## src/rtl/wkq_pkg.sv

```systemverilog
package wkq_pkg;
  // action applied to the tail pointer in one cycle
  typedef enum logic [1:0] {
    TAIL_HOLD   = 2'd0,
    TAIL_STEP   = 2'd1,
    TAIL_REWIND = 2'd2
  } tail_op_e;
endpackage

```

## src/rtl/wkq_ptrs.sv

```systemverilog
module wkq_ptrs
  import wkq_pkg::*;
#(
  parameter int DEPTH = 8,
  localparam int PW = $clog2(DEPTH),
  localparam int CW = $clog2(DEPTH + 1)
) (
  input  logic          clk,
  input  logic          rst_n,
  input  logic          alloc_do_i,
  input  logic          commit_do_i,
  input  logic          flush_do_i,
  input  logic [PW-1:0] flush_pos_i,
  output logic [PW-1:0] head_o,
  output logic [PW-1:0] tail_o,
  output logic          full_o,
  output logic          empty_o
);
  logic [PW-1:0] head_q, head_n, tail_q, tail_n;
  logic [CW-1:0] count_q, count_n;
  logic [PW-1:0] flush_age;
  tail_op_e      tail_op;
  logic          ptr_en;

  assign flush_age = flush_pos_i - head_q;

  always_comb begin
    if (flush_do_i)      tail_op = TAIL_REWIND;
    else if (alloc_do_i) tail_op = TAIL_STEP;
    else                 tail_op = TAIL_HOLD;
  end

  always_comb begin
    head_n  = head_q;
    tail_n  = tail_q;
    count_n = count_q;
    case (tail_op)
      TAIL_REWIND: begin
        tail_n  = flush_pos_i + 1'b1;
        count_n = CW'(flush_age) + 1'b1;
      end
      TAIL_STEP: begin
        tail_n  = tail_q + 1'b1;
        count_n = count_q + 1'b1;
      end
      default: ;
    endcase
    if (commit_do_i && !flush_do_i) begin
      head_n  = head_q + 1'b1;
      count_n = count_n - 1'b1;
    end
  end

  assign ptr_en = alloc_do_i | commit_do_i | flush_do_i;

  always_ff @(posedge clk or negedge rst_n) begin
    if (!rst_n) begin
      head_q  <= '0;
      tail_q  <= '0;
      count_q <= '0;
    end else if (ptr_en) begin
      head_q  <= head_n;
      tail_q  <= tail_n;
      count_q <= count_n;
    end
  end

  assign head_o  = head_q;
  assign tail_o  = tail_q;
  assign full_o  = (count_q == CW'(DEPTH));
  assign empty_o = (count_q == '0);


  flush_tail_chk: assert property (@(posedge clk) disable iff (!rst_n)
    flush_do_i |=> (tail_q == $past(flush_pos_i) + 1'b1));

  count_bound_chk: assert property (@(posedge clk) disable iff (!rst_n)
    full_o |=> (count_q != '0 || $past(flush_do_i) || $past(commit_do_i)));
endmodule

```

## src/rtl/wkq_row.sv

```systemverilog
module wkq_row #(
  parameter int NREG = 8
) (
  input  logic            clk,
  input  logic            rst_n,
  input  logic            wr_i,
  input  logic [NREG-1:0] wr_src_i,
  input  logic [NREG-1:0] wr_dst_i,
  input  logic            grant_i,
  input  logic            clear_i,
  input  logic [NREG-1:0] block_i,
  output logic            valid_o,
  output logic            granted_o,
  output logic [NREG-1:0] pend_dst_o,
  output logic            req_o
);
  logic            vld_q, vld_n;
  logic            gnt_q, gnt_n;
  logic [NREG-1:0] src_q, src_n, dst_q, dst_n;
  logic            row_en;

  assign req_o = vld_q && !gnt_q && ((src_q & block_i) == '0);

  always_comb begin
    vld_n = vld_q;
    gnt_n = gnt_q;
    src_n = src_q;
    dst_n = dst_q;
    if (clear_i) begin
      vld_n = 1'b0;
      gnt_n = 1'b0;
    end else if (wr_i) begin
      vld_n = 1'b1;
      gnt_n = 1'b0;
      src_n = wr_src_i;
      dst_n = wr_dst_i;
    end else if (grant_i && req_o) begin
      gnt_n = 1'b1;
    end
  end

  assign row_en = clear_i | wr_i | (grant_i & req_o);

  always_ff @(posedge clk or negedge rst_n) begin
    if (!rst_n) begin
      vld_q <= 1'b0;
      gnt_q <= 1'b0;
      src_q <= '0;
      dst_q <= '0;
    end else if (row_en) begin
      vld_q <= vld_n;
      gnt_q <= gnt_n;
      src_q <= src_n;
      dst_q <= dst_n;
    end
  end

  assign valid_o    = vld_q;
  assign granted_o  = gnt_q;
  assign pend_dst_o = (vld_q && !gnt_q) ? dst_q : '0;


  grant_needs_req_chk: assert property (@(posedge clk) disable iff (!rst_n)
    $rose(gnt_q) |-> $past(req_o));

  granted_quiet_chk: assert property (@(posedge clk) disable iff (!rst_n)
    (grant_i && req_o && !clear_i && !wr_i) |=> !req_o);
endmodule

```

## src/rtl/wkq_ready_scan.sv

```systemverilog
module wkq_ready_scan #(
  parameter int DEPTH = 8,
  parameter int NREG  = 8,
  localparam int PW = $clog2(DEPTH)
) (
  input  logic [PW-1:0]   head_i,
  input  logic [NREG-1:0] pend_i  [DEPTH],
  output logic [NREG-1:0] block_o [DEPTH]
);
  // walk the slots oldest first; each slot sees the OR of pending
  // writers above it, per column
  always_comb begin
    logic [NREG-1:0] acc;
    logic [PW-1:0]   idx;
    acc = '0;
    idx = '0;
    for (int s = 0; s < DEPTH; s++) block_o[s] = '0;
    for (int k = 0; k < DEPTH; k++) begin
      idx          = head_i + PW'(k);
      block_o[idx] = acc;
      acc          = acc | pend_i[idx];
    end
  end
endmodule

```

## src/rtl/wkq_wakeup_array.sv

```systemverilog
module wkq_wakeup_array #(
  parameter int DEPTH = 8,
  parameter int NREG  = 8,
  localparam int PW = $clog2(DEPTH)
) (
  input  logic             clk,
  input  logic             rst_n,
  input  logic             alloc_valid_i,
  input  logic [NREG-1:0]  alloc_src_i,
  input  logic [NREG-1:0]  alloc_dst_i,
  input  logic [DEPTH-1:0] grant_i,
  input  logic             commit_i,
  input  logic             flush_i,
  input  logic [PW-1:0]    flush_pos_i,
  output logic [DEPTH-1:0] req_o
);
  logic [PW-1:0]    head, tail, flush_age;
  logic             full, empty;
  logic             alloc_do, commit_do, flush_do;
  logic [DEPTH-1:0] row_valid, row_gnt, row_wr, row_clr;
  logic [NREG-1:0]  pend  [DEPTH];
  logic [NREG-1:0]  block [DEPTH];

  assign flush_do  = flush_i && !empty;
  assign alloc_do  = alloc_valid_i && !full && !flush_i;
  assign commit_do = commit_i && !empty && !flush_i && row_gnt[head];
  assign flush_age = flush_pos_i - head;

  wkq_ptrs #(.DEPTH(DEPTH)) u_ptrs (
    .clk         (clk),
    .rst_n       (rst_n),
    .alloc_do_i  (alloc_do),
    .commit_do_i (commit_do),
    .flush_do_i  (flush_do),
    .flush_pos_i (flush_pos_i),
    .head_o      (head),
    .tail_o      (tail),
    .full_o      (full),
    .empty_o     (empty)
  );

  wkq_ready_scan #(.DEPTH(DEPTH), .NREG(NREG)) u_scan (
    .head_i  (head),
    .pend_i  (pend),
    .block_o (block)
  );

  for (genvar s = 0; s < DEPTH; s++) begin : g_row
    logic [PW-1:0] age;
    assign age        = PW'(s) - head;
    assign row_wr[s]  = alloc_do && (tail == PW'(s));
    assign row_clr[s] = (commit_do && (head == PW'(s))) ||
                        (flush_do && row_valid[s] && (age > flush_age));

    wkq_row #(.NREG(NREG)) u_row (
      .clk        (clk),
      .rst_n      (rst_n),
      .wr_i       (row_wr[s]),
      .wr_src_i   (alloc_src_i),
      .wr_dst_i   (alloc_dst_i),
      .grant_i    (grant_i[s]),
      .clear_i    (row_clr[s]),
      .block_i    (block[s]),
      .valid_o    (row_valid[s]),
      .granted_o  (row_gnt[s]),
      .pend_dst_o (pend[s]),
      .req_o      (req_o[s])
    );
  end


  head_never_blocked_chk: assert property (@(posedge clk) disable iff (!rst_n)
    (row_valid[head] && !row_gnt[head]) |-> req_o[head]);

  full_alloc_ignored_chk: assert property (@(posedge clk) disable iff (!rst_n)
    (alloc_valid_i && full && !flush_i) |=> $stable(tail));

  commit_hold_chk: assert property (@(posedge clk) disable iff (!rst_n)
    (commit_i && !flush_i && !row_gnt[head]) |=> $stable(head));

  reset_quiet_chk: assert property (@(posedge clk)
    !rst_n |-> (req_o == '0));
endmodule

```

## config.mk

```make
export PLATFORM = sky130hd
export DESIGN_NAME = wkq_wakeup_array
export DESIGN_NICKNAME = d
export VERILOG_FILES = /design/src/rtl/wkq_pkg.sv /design/src/rtl/wkq_ptrs.sv /design/src/rtl/wkq_row.sv /design/src/rtl/wkq_ready_scan.sv /design/src/rtl/wkq_wakeup_array.sv
export SDC_FILE = /design/constraint.sdc
export NUM_CORES = 1
export LEC_CHECK = 0
export CORE_ASPECT_RATIO = 1.5
export CORE_MARGIN = 2
export CORE_UTILIZATION = 30
export DETAILED_ROUTE_END_ITERATION = 10
export PLACE_DENSITY = 0.45
export SKIP_CTS_REPAIR_TIMING = 1
export SLEW_MARGIN = 20
export SYNTH_ARGS = -nofsm -noshare
export SYNTH_HDL_FRONTEND = slang
export SYNTH_HIERARCHICAL = 1
export SYNTH_SLANG_ARGS = --single-unit
```

## constraint.sdc

```tcl
create_clock -name clk -period 4.7 [get_ports clk]
set_input_delay 0.94 -clock clk [delete_from_list [all_inputs] [get_ports clk]]
set_output_delay 0.94 -clock clk [all_outputs]
set_load 0.1 [all_outputs]
```

==> impl_metrics.yaml, run 1 <==
status:
  outcome: "finished, violations left"
  violations: "negative setup slack"
yosys:
  ys_seq_elements: 154
  fraction_of_synthesis_flops_using_an_asynchronous_set_or_reset_pin_pct: 100
  synth_edf_count: 0
  synth.yosys.warnings: 6
  synthesis.area_sq_mm: 0.0147
  avgSynthCellArea_sq_um: 9.58
  synthesis.nets: 1600
  postSynth.topFlopCell: "sky130_fd_sc_hd__dfrtp_1"
  yosys.cell_types.count: 82
  netlist_instances: 1539
  fraction_of_the_yosys_area_taken_by_sequential_cells_pct: 26.1
finish:
  most-common-layout-cells: "sky130_fd_sc_hd__buf_4, sky130_fd_sc_hd__nand2_1, sky130_fd_sc_hd__dfrtp_1, sky130_fd_sc_hd__nor2_1, sky130_fd_sc_hd__mux2_4"
  antenna_cells_inserted: 0
  fin_cells: 2473
  syn_to_final_growth_pct: 29.8
  fraction_of_layout_instances_using_a_drive_strength_above_1_pct: 38.6
  final_net_count: 1865
  mostFrequentLayoutCell: "sky130_fd_sc_hd__buf_4"
  final.fill_count: 4966
sta:
  finalSetupTns_ns: -2.85
  relSlewSlack_pct: 43.3
  rsz0062_at_grt: "yes"
  fin_hold_ws_ns: 0.506
  finalHoldViolCount: 0
  fin_crit_sh_pct: 108
  timing.final.setup_violations: 8
  fmaxAchievable_mhz: 197
  worst_slew_pin_tran_ns: 0.851
  finalMaxSlewViolations: 0
  period_minus_slack_ns: 5.08
  clock-skew-final_ns: 0.0189
  final_critical_path_setup_slack_ns: -0.376
clock_network:
  worst_setup_hold_path_clk_slew_ns: 0.07
  cts_max_level: 4
  clock_latency_ns: 0.45
  cts_root_buffer: "sky130_fd_sc_hd__clkbuf_16"
  clock_sink_count: 154
  num_cts_buffers: 17
  tritoncts_clock_tree: "built"
  cts-root-to-sink-buffers: 2
setup_path:
  crit_path_start_kind: "flop"
  critical_path_class: "reg -> out"
  required_ns: 3.76
  cell_with_the_most_instances_on_the_worst_path: "sky130_fd_sc_hd__buf_12"
  cp_slowest_cell: "sky130_fd_sc_hd__mux4_2"
  crit_path_end_kind: "output pin"
  crit_path_max_fanout: 11
  cpPeakStageDelay_ns: 0.55
  crit_path_cell_trace: "inv_4 > ha_4 > buf_12 > buf_12 > mux4_2 > nor2_1 > mux4_2 > nand3_4 > buf_4 > a221oi_2 > o21ai_1 > a22oi_1 > nand2_1 > nor3_4 > buf_12"
  worst_path_arrival_time_ns: 4.14
floorplanning:
  fp.dieArea_sq_mm: 0.0510
  initial_core_util_pct: 30.4
  core.rowCount: 99
  die_h_um: 276
  area_inside_the_core_boundary_sq_mm: 0.0486
  io-pin-count: 40
  dieWidth_um: 185
place:
  place.port_buffers: 39
  placed_cells: 2413
  place.gp.congestion: 0.995
  post-dp-hpwl_mm: 54.1
min_path:
  hp-class: "reg -> reg"
global_routing:
  grt_max_degree: 82
  globalRouteOverflowTotal: 0
  grt.total_usage_pct: 26.9
  grt_antenna_before_repair: 0
  wire_length_of_the_first_global_routing_pass_mm: 98.7
  first_global_vias: 14400
route:
  route.detailed.drc: 0
  postRouteWirelength_mm: 68.7
  postRouteAntennaNets: 0
  route.detailed.vias_per_inst: 5.84
  via_count: 14400
  dr.first_iter.drc_count: 1354
  wire_per_inst_um: 27.8
  drt_pass1_iterations: 8
flow_run:
  max-cap-violations: 0
## flip-flops by register name, indices dropped and copies added (netlist names)
| register | cells |
|---|---|
| g_row.u_row/dst_q | 64 |
| g_row.u_row/src_q | 64 |
| g_row.u_row/granted_o | 8 |
| g_row.u_row/valid_o | 8 |
| u_ptrs/count_q | 4 |
| u_ptrs/head_o | 3 |
| u_ptrs/tail_o | 3 |
## per-layer routing
| layer | up-vias | wire (um) | track usage (%) |
|---|---|---|---|
| li1 | 6372 | - | - |
| met1 | 7337 | 25500 | 30.5 |
| met2 | 566 | 36400 | 49.6 |
| met3 | 156 | 2730 | 2.57 |
| met4 | 0 | 4010 | 14.0 |
| met5 | - | 0 | 0 |
## synthesized netlist by cell type, types with 17 or more instances
cell type,count,area (sq um)
sky130_fd_sc_hd__a21oi_1,80,400
sky130_fd_sc_hd__a221oi_1,31,272
sky130_fd_sc_hd__a22oi_1,50,375
sky130_fd_sc_hd__and2_1,77,482
sky130_fd_sc_hd__buf_6,20,225
sky130_fd_sc_hd__clkbuf_1,43,161
sky130_fd_sc_hd__dfrtp_1,154,3850
sky130_fd_sc_hd__ha_1,27,338
sky130_fd_sc_hd__inv_1,25,93.8
sky130_fd_sc_hd__mux2_2,82,923
sky130_fd_sc_hd__mux2_4,81,1220
sky130_fd_sc_hd__mux4_1,17,447
sky130_fd_sc_hd__mux4_2,50,1130
sky130_fd_sc_hd__nand2_1,183,687
sky130_fd_sc_hd__nand3_1,27,135
sky130_fd_sc_hd__nor2_1,136,510
sky130_fd_sc_hd__nor2b_1,20,125
sky130_fd_sc_hd__nor3_1,31,155
sky130_fd_sc_hd__o211ai_1,30,225
sky130_fd_sc_hd__o21ai_0,81,405
sky130_fd_sc_hd__o21ai_1,19,95.1
## stage by stage
step / utilization (%) / setup slack (ns) / instance area [sq um]
finish: 39.4 / -0.376 / 19100
global route: 39.4 / -0.540 / 19100
CTS: 37.9 / -0.853 / 18400
detailed placement: 36.6 / -0.359 / 17800
global placement: 36.6 / -0.363 / 17800
floorplan: - / -0.359 / 15000
## worst max-delay path, delay by kind of cell (launching register included)
kind	cells	cell delay (ns)
compound gates	3	0.56
fa+ha+maj	1	0.27
buf+inv	5	0.73
flops	1	0.46
mux	2	0.98
simple gates	4	0.69
## kinds of logic after synthesis
group	share of synthesized area, %
muxes	27.2
AOI/OAI and AO/OA	19.4
and+or+nand+nor	17.2
xor gates and xnor gates	1.45
buffers and inverters	6.05
adders and majority gates	2.64
DFF	26.1
## path summary, 6_finish.rpt
| path | startpoint | end | slack [ns] | cells after the start |
|---|---|---|---|---|
| worst max register to register | u_ptrs/head_o[0] | g_row[1].u_row/src_q[5] | 0.46 | 16 |
| max in group asynchronous | rst_n | g_row[1].u_row/dst_q[7] | 3.18 | 2 |
| worst min register to register | g_row[0].u_row/dst_q[6] | g_row[0].u_row/dst_q[6] | 0.51 | 1 |
| worst min-delay path | g_row[0].u_row/dst_q[6] | g_row[0].u_row/dst_q[6] | 0.51 | 1 |
| min in group asynchronous | rst_n | g_row[2].u_row/src_q[0] | 0.54 | 1 |
| worst max-delay path | u_ptrs/head_o[0] | req_o[1] | -0.38 | 15 |
## final cells by class
| class | count | area [sq um] | area share (%) |
|---|---|---|---|
| Tap cell | 656 | 821 | 4.29 |
| Sequential cell | 154 | 3860 | 20.2 |
| Clock buffer | 20 | 457 | 2.38 |
| Multi-Input combinational cell | 1254 | 10600 | 55.2 |
| Clock inverter | 12 | 180 | 0.941 |
| Inverter | 29 | 116 | 0.608 |
| Timing Repair Buffer | 348 | 3140 | 16.4 |
Power of run 1 is not shown: default switching activity piles up to over one toggle a cycle in this logic, so the estimate is an artifact.
==> run 2, diff against run 1 <==
- PLACE_DENSITY: 0.45 -> 0.44
- clock period: 4.7 -> 5.6 ns (I/O delays scaled with it)
==> impl_metrics.yaml, run 2 (same netlist as run 1, synthesis figures left out) <==
status:
  outcome: "finished clean"
route:
  drt_pass1_iterations: 9
  wire_per_inst_um: 27.8
  dr.first_iter.drc_count: 1605
  route.detailed.vias_per_inst: 5.97
  postRouteWirelength_mm: 63.6
  route.detailed.drc: 0
  postRouteAntennaNets: 0
  via_count: 13700
finish:
  antenna_cells_inserted: 0
  fraction_of_layout_instances_using_a_drive_strength_above_1_pct: 28.0
  post_route_cell_area_sq_mm: 0.0173
  syn_to_final_growth_pct: 17.4
  final_net_count: 1683
  most-common-layout-cells: "sky130_fd_sc_hd__nand2_1, sky130_fd_sc_hd__dfrtp_1, sky130_fd_sc_hd__nor2_1, sky130_fd_sc_hd__buf_4, sky130_fd_sc_hd__mux2_4"
  fin_util_pct: 35.6
  reg.largest.list: "g_row.u_row/dst_q: 64 flops, g_row.u_row/src_q: 64 flops"
  mostFrequentLayoutCell: "sky130_fd_sc_hd__nand2_1"
setup_path:
  cpPeakStageDelay_ns: 0.54
  cp_slowest_cell: "sky130_fd_sc_hd__mux4_2"
  timing.critical_path.to: "req_o[1]"
  critical_path_buf_inv_count: 3
  worstSetupStartpoint: "u_ptrs/head_o[0]"
  crit_path_start_kind: "flop"
  crit_path_cell_trace: "inv_2 > ha_4 > buf_12 > mux4_2 > nor2_1 > mux4_2 > nand3_1 > a221oi_1 > o21ai_1 > a22oi_1 > nand2_1 > nor3_4 > buf_12"
  reg2regPathDepth: 15
  endpoint_of_the_lowest_slack_register_to_register_path: "g_row[2].u_row/dst_q[0]"
  critical_register_to_register_path_startpoint: "u_ptrs/head_o[0]"
  critical_path_class: "reg -> out"
  cpLargestDelayFamily: "multiplexers"
  crit_path_max_fanout: 14
  timing.reg2reg.setup_slack_ns: 1.31
  crit_path_end_kind: "output pin"
  required_ns: 4.48
  worst_path_arrival_time_ns: 4.29
  worstSetupPathDepth: 13
min_path:
  hp-class: "reg -> reg"
floorplanning:
  area_inside_the_core_boundary_sq_mm: 0.0486
  fp.dieArea_sq_mm: 0.0510
  die_h_um: 276
  initial_core_util_pct: 30.4
  io-pin-count: 40
  dieWidth_um: 185
  core.rowCount: 99
clock_network:
  num_cts_buffers: 17
  cts_max_level: 4
  clock_sink_count: 154
  cts_root_buffer: "sky130_fd_sc_hd__clkbuf_16"
  tritoncts_clock_tree: "built"
  worst_setup_hold_path_clk_slew_ns: 0.08
  clock_latency_ns: 0.46
  cts-root-to-sink-buffers: 2
sta:
  fmaxAchievable_mhz: 185
  finalHoldViolCount: 0
  rsz0062_at_grt: "yes"
  timing.final.setup_violations: 0
  final_critical_path_setup_slack_ns: 0.190
  finalMaxSlewViolations: 0
  relSlewSlack_pct: 40.7
  period_minus_slack_ns: 5.41
  worst_slew_pin_tran_ns: 0.888
  clock-skew-final_ns: 0.0157
  fin_crit_sh_pct: 96.6
global_routing:
  first_global_vias: 13400
  grt_antenna_before_repair: 2
  globalRouteOverflowTotal: 0
  grt_max_degree: 79
  grt.total_usage_pct: 25.0
  wire_length_of_the_first_global_routing_pass_mm: 92.5
flow_run:
  max-cap-violations: 0
place:
  place.port_buffers: 39
  place.gp.congestion: 0.999
  place_worst_setup_slack_ns: 0.0944
  placedInstanceArea_sq_mm: 0.0163
  post-dp-hpwl_mm: 48.5
## run 2: changes by cell type in the layout (fill, tap and decap cells not counted), sizes merged
| cell | delta |
|---|---|
| clkinvlp | +1 |
| inv | +2 |
| buf | -185 |
| clkbuf | +2 |
| bufinv | -2 |
## run 2: layout make-up
class | count | area (sq um)
fill | 5009 | 31200
clock buffer | 19 | 443
sequential | 154 | 3860
clock inverter | 13 | 133
tap | 656 | 821
timing repair buffer | 166 | 1630
inverter | 29 | 109
multi-input combinational | 1254 | 10300
## run 2: metal layers
layer | routed length, um | track usage (%)
met1 | 23700 | 28.8
met2 | 32200 | 44.2
met3 | 3180 | 2.74
met4 | 4640 | 15.6
met5 | 13 | 0
## run 2: stage by stage
stage	hold WS, ns	instances	TNS [ns]
after floorplan	0.466	1539	0
after global placement	0.481	2245	0
after detailed placement	0.486	2245	0
after CTS	0.503	2277	-2.20
after global routing	0.509	2291	-0.0300
final	0.501	2291	0
## run 2: worst min path at each step
stage | startpoint | endpoint | slack [ns] | cells past startpoint
after floorplan | g_row[3].u_row/granted_o | g_row[3].u_row/granted_o | 0.47 | 2
after global placement | g_row[6].u_row/dst_q[0] | g_row[6].u_row/dst_q[0] | 0.48 | 1
after detailed placement | g_row[7].u_row/dst_q[3] | g_row[7].u_row/dst_q[3] | 0.49 | 1
after CTS | g_row[0].u_row/dst_q[0] | g_row[0].u_row/dst_q[0] | 0.50 | 1
after global routing | g_row[6].u_row/dst_q[0] | g_row[6].u_row/dst_q[0] | 0.51 | 1
final | g_row[4].u_row/dst_q[0] | g_row[4].u_row/dst_q[0] | 0.50 | 1
## run 2: worst reg2reg max path, stage by stage (launching register included)
cell                        delay (ns)
sky130_fd_sc_hd__dfrtp_4          0.53
sky130_fd_sc_hd__clkbuf_16        0.22
sky130_fd_sc_hd__clkbuf_16        0.26
sky130_fd_sc_hd__ha_1             0.23
sky130_fd_sc_hd__inv_1            0.10
sky130_fd_sc_hd__fa_1             0.41
sky130_fd_sc_hd__inv_1            0.14
sky130_fd_sc_hd__ha_1             0.28
sky130_fd_sc_hd__nor2b_1          0.15
sky130_fd_sc_hd__o2bb2ai_1        0.27
sky130_fd_sc_hd__a21oi_1          0.11
sky130_fd_sc_hd__nor3_1           0.27
sky130_fd_sc_hd__o21ai_1          0.20
sky130_fd_sc_hd__nor2b_4          0.41
sky130_fd_sc_hd__buf_12           0.22
sky130_fd_sc_hd__mux2_2           0.36
Power of run 2 is left out for the same reason.
==> run 3, diff against run 2 <==
--- a/config.mk
+++ b/config.mk
@@ -10,2 +10,3 @@
 export CORE_UTILIZATION = 30
+export CTS_CLUSTER_DIAMETER = 30
 export DETAILED_ROUTE_END_ITERATION = 10
--- a/constraint.sdc
+++ b/constraint.sdc
@@ -3,2 +3,2 @@
 set_output_delay 1.12 -clock clk [all_outputs]
-set_load 0.1 [all_outputs]
+set_load 0.01 [all_outputs]
==> impl_metrics.yaml, run 3 (same netlist as run 1, synthesis figures left out) <==
setup_path:
  cp_slowest_cell: "sky130_fd_sc_hd__mux4_2"
  required_ns: 4.48
  crit_path_end_kind: "output pin"
  crit_path_max_fanout: 6
  worst_path_arrival_time_ns: 4.57
  crit_path_start_kind: "flop"
  crit_path_cell_trace: "nor2b_4 > buf_4 > and2_4 > mux2_1 > mux4_2 > a2111oi_4 > buf_6 > buf_4 > nand3b_1 > buf_4 > o21ai_1 > nand3_1 > a22oi_2 > nand2_1 > buf_12 > nor3_1 > dlymetal6s2s_1"
  cpPeakStageDelay_ns: 0.52
  critical_path_class: "reg -> out"
  cell_with_the_most_instances_on_the_worst_path: "sky130_fd_sc_hd__buf_4"
finish:
  reg.largest.list: "g_row.u_row/dst_q: 64 flops, g_row.u_row/src_q: 64 flops"
  mostFrequentLayoutCell: "sky130_fd_sc_hd__buf_4"
  syn_to_final_growth_pct: 23.9
  antenna_cells_inserted: 0
  post_route_cell_area_sq_mm: 0.0183
  final.fill_count: 4984
  fraction_of_layout_instances_using_a_drive_strength_above_1_pct: 34.0
  final_net_count: 1820
  most-common-layout-cells: "sky130_fd_sc_hd__buf_4, sky130_fd_sc_hd__nand2_1, sky130_fd_sc_hd__dfrtp_1, sky130_fd_sc_hd__nor2_1, sky130_fd_sc_hd__mux2_2"
clock_network:
  cts-root-to-sink-buffers: 2
  cts_max_level: 4
  clock_latency_ns: 0.48
  clock_sink_count: 154
  num_cts_buffers: 17
  cts_root_buffer: "sky130_fd_sc_hd__clkbuf_16"
  worst_setup_hold_path_clk_slew_ns: 0.08
  tritoncts_clock_tree: "built"
place:
  post-dp-hpwl_mm: 56.9
  place.port_buffers: 39
  placedInstanceArea_sq_mm: 0.0173
  place.gp.congestion: 1.02
  place_worst_setup_slack_ns: -0.179
route:
  wire_per_inst_um: 30.1
  via_count: 14400
  postRouteWirelength_mm: 73.0
  dr.first_iter.drc_count: 1580
  route.detailed.drc: 0
  drt_pass1_iterations: 6
  route.detailed.vias_per_inst: 5.92
  postRouteAntennaNets: 0
sta:
  clock-skew-final_ns: 0.0114
  timing.final.setup_violations: 1
  period_minus_slack_ns: 5.69
  rsz0062_at_grt: "yes"
  relSlewSlack_pct: 29.2
  finalMaxSlewViolations: 0
  finalHoldViolCount: 0
  final_critical_path_setup_slack_ns: -0.0916
  worst_slew_pin_tran_ns: 1.06
  fmaxAchievable_mhz: 176
  fin_crit_sh_pct: 102
floorplanning:
  io-pin-count: 40
  core.rowCount: 99
  fp.dieArea_sq_mm: 0.0510
  initial_core_util_pct: 30.4
  dieWidth_um: 185
  area_inside_the_core_boundary_sq_mm: 0.0486
  die_h_um: 276
global_routing:
  grt_max_degree: 63
  grt.total_usage_pct: 29.0
  globalRouteOverflowTotal: 0
  wire_length_of_the_first_global_routing_pass_mm: 105
  first_global_vias: 14600
  grt_antenna_before_repair: 0
min_path:
  hp-class: "reg -> reg"
status:
  violations: "negative setup slack"
  outcome: "finished, violations left"
flow_run:
  max-cap-violations: 0
## run 3: final timing paths
path	startpoint	endpoint	slack, ns	cells after the start
setup / recovery	g_row[6].u_row/valid_o	req_o[0]	-0.09	17
hold / removal	g_row[6].u_row/dst_q[0]	g_row[6].u_row/dst_q[0]	0.50	1
setup reg to reg	g_row[6].u_row/valid_o	g_row[0].u_row/granted_o	1.44	17
hold reg to reg	g_row[6].u_row/dst_q[0]	g_row[6].u_row/dst_q[0]	0.50	1
max in group asynchronous	rst_n	g_row[1].u_row/src_q[7]	3.87	2
min in group asynchronous	rst_n	u_ptrs/count_q[0]	0.60	1
## run 3: cell type report
type                            instances  area, sq um  share of cell area (%)
Sequential cell                       154         3860                    21.1
Tap cell                              656          821                    4.49
Timing Repair Buffer                  303         2640                    14.4
Clock buffer                           17          425                    2.33
Inverter                               29          109                   0.595
Multi-Input combinational cell       1254        10200                    55.9
Clock inverter                         15          203                    1.11
## run 3: layer usage
metal  vias up  global-route usage (%)  share of wire [%]
met5         -                       0                  0
met4         0                    23.0                9.0
met3       243                    5.07                6.0
met2       670                    48.5                 48
met1      7184                    32.6                 37
li1       6271                       -                  -
## run 3: critical path, delay by kind of cell, from the launching register on
kind | cells | cell delay (ns)
buffers and inverters | 6 | 1.08
AND/OR/NAND/NOR | 6 | 0.99
multiplexers | 2 | 0.82
AO/OA/AOI/OAI | 3 | 0.80
flip-flops | 1 | 0.39
## run 3: stage by stage
| stage | TNS [ns] | hold WS [ns] | util [%] | instances |
|---|---|---|---|---|
| finish | -0.0916 | 0.501 | 37.6 | 2428 |
| global route | -0.266 | 0.520 | 37.6 | 2428 |
| CTS | -3.87 | 0.507 | 37.0 | 2419 |
| detailed placement | -0.201 | 0.484 | 35.7 | 2387 |
| global placement | -0.237 | 0.485 | 35.7 | 2387 |
| floorplan | 0 | 0.466 | - | 1539 |
Power of run 3 is left out for the same reason.
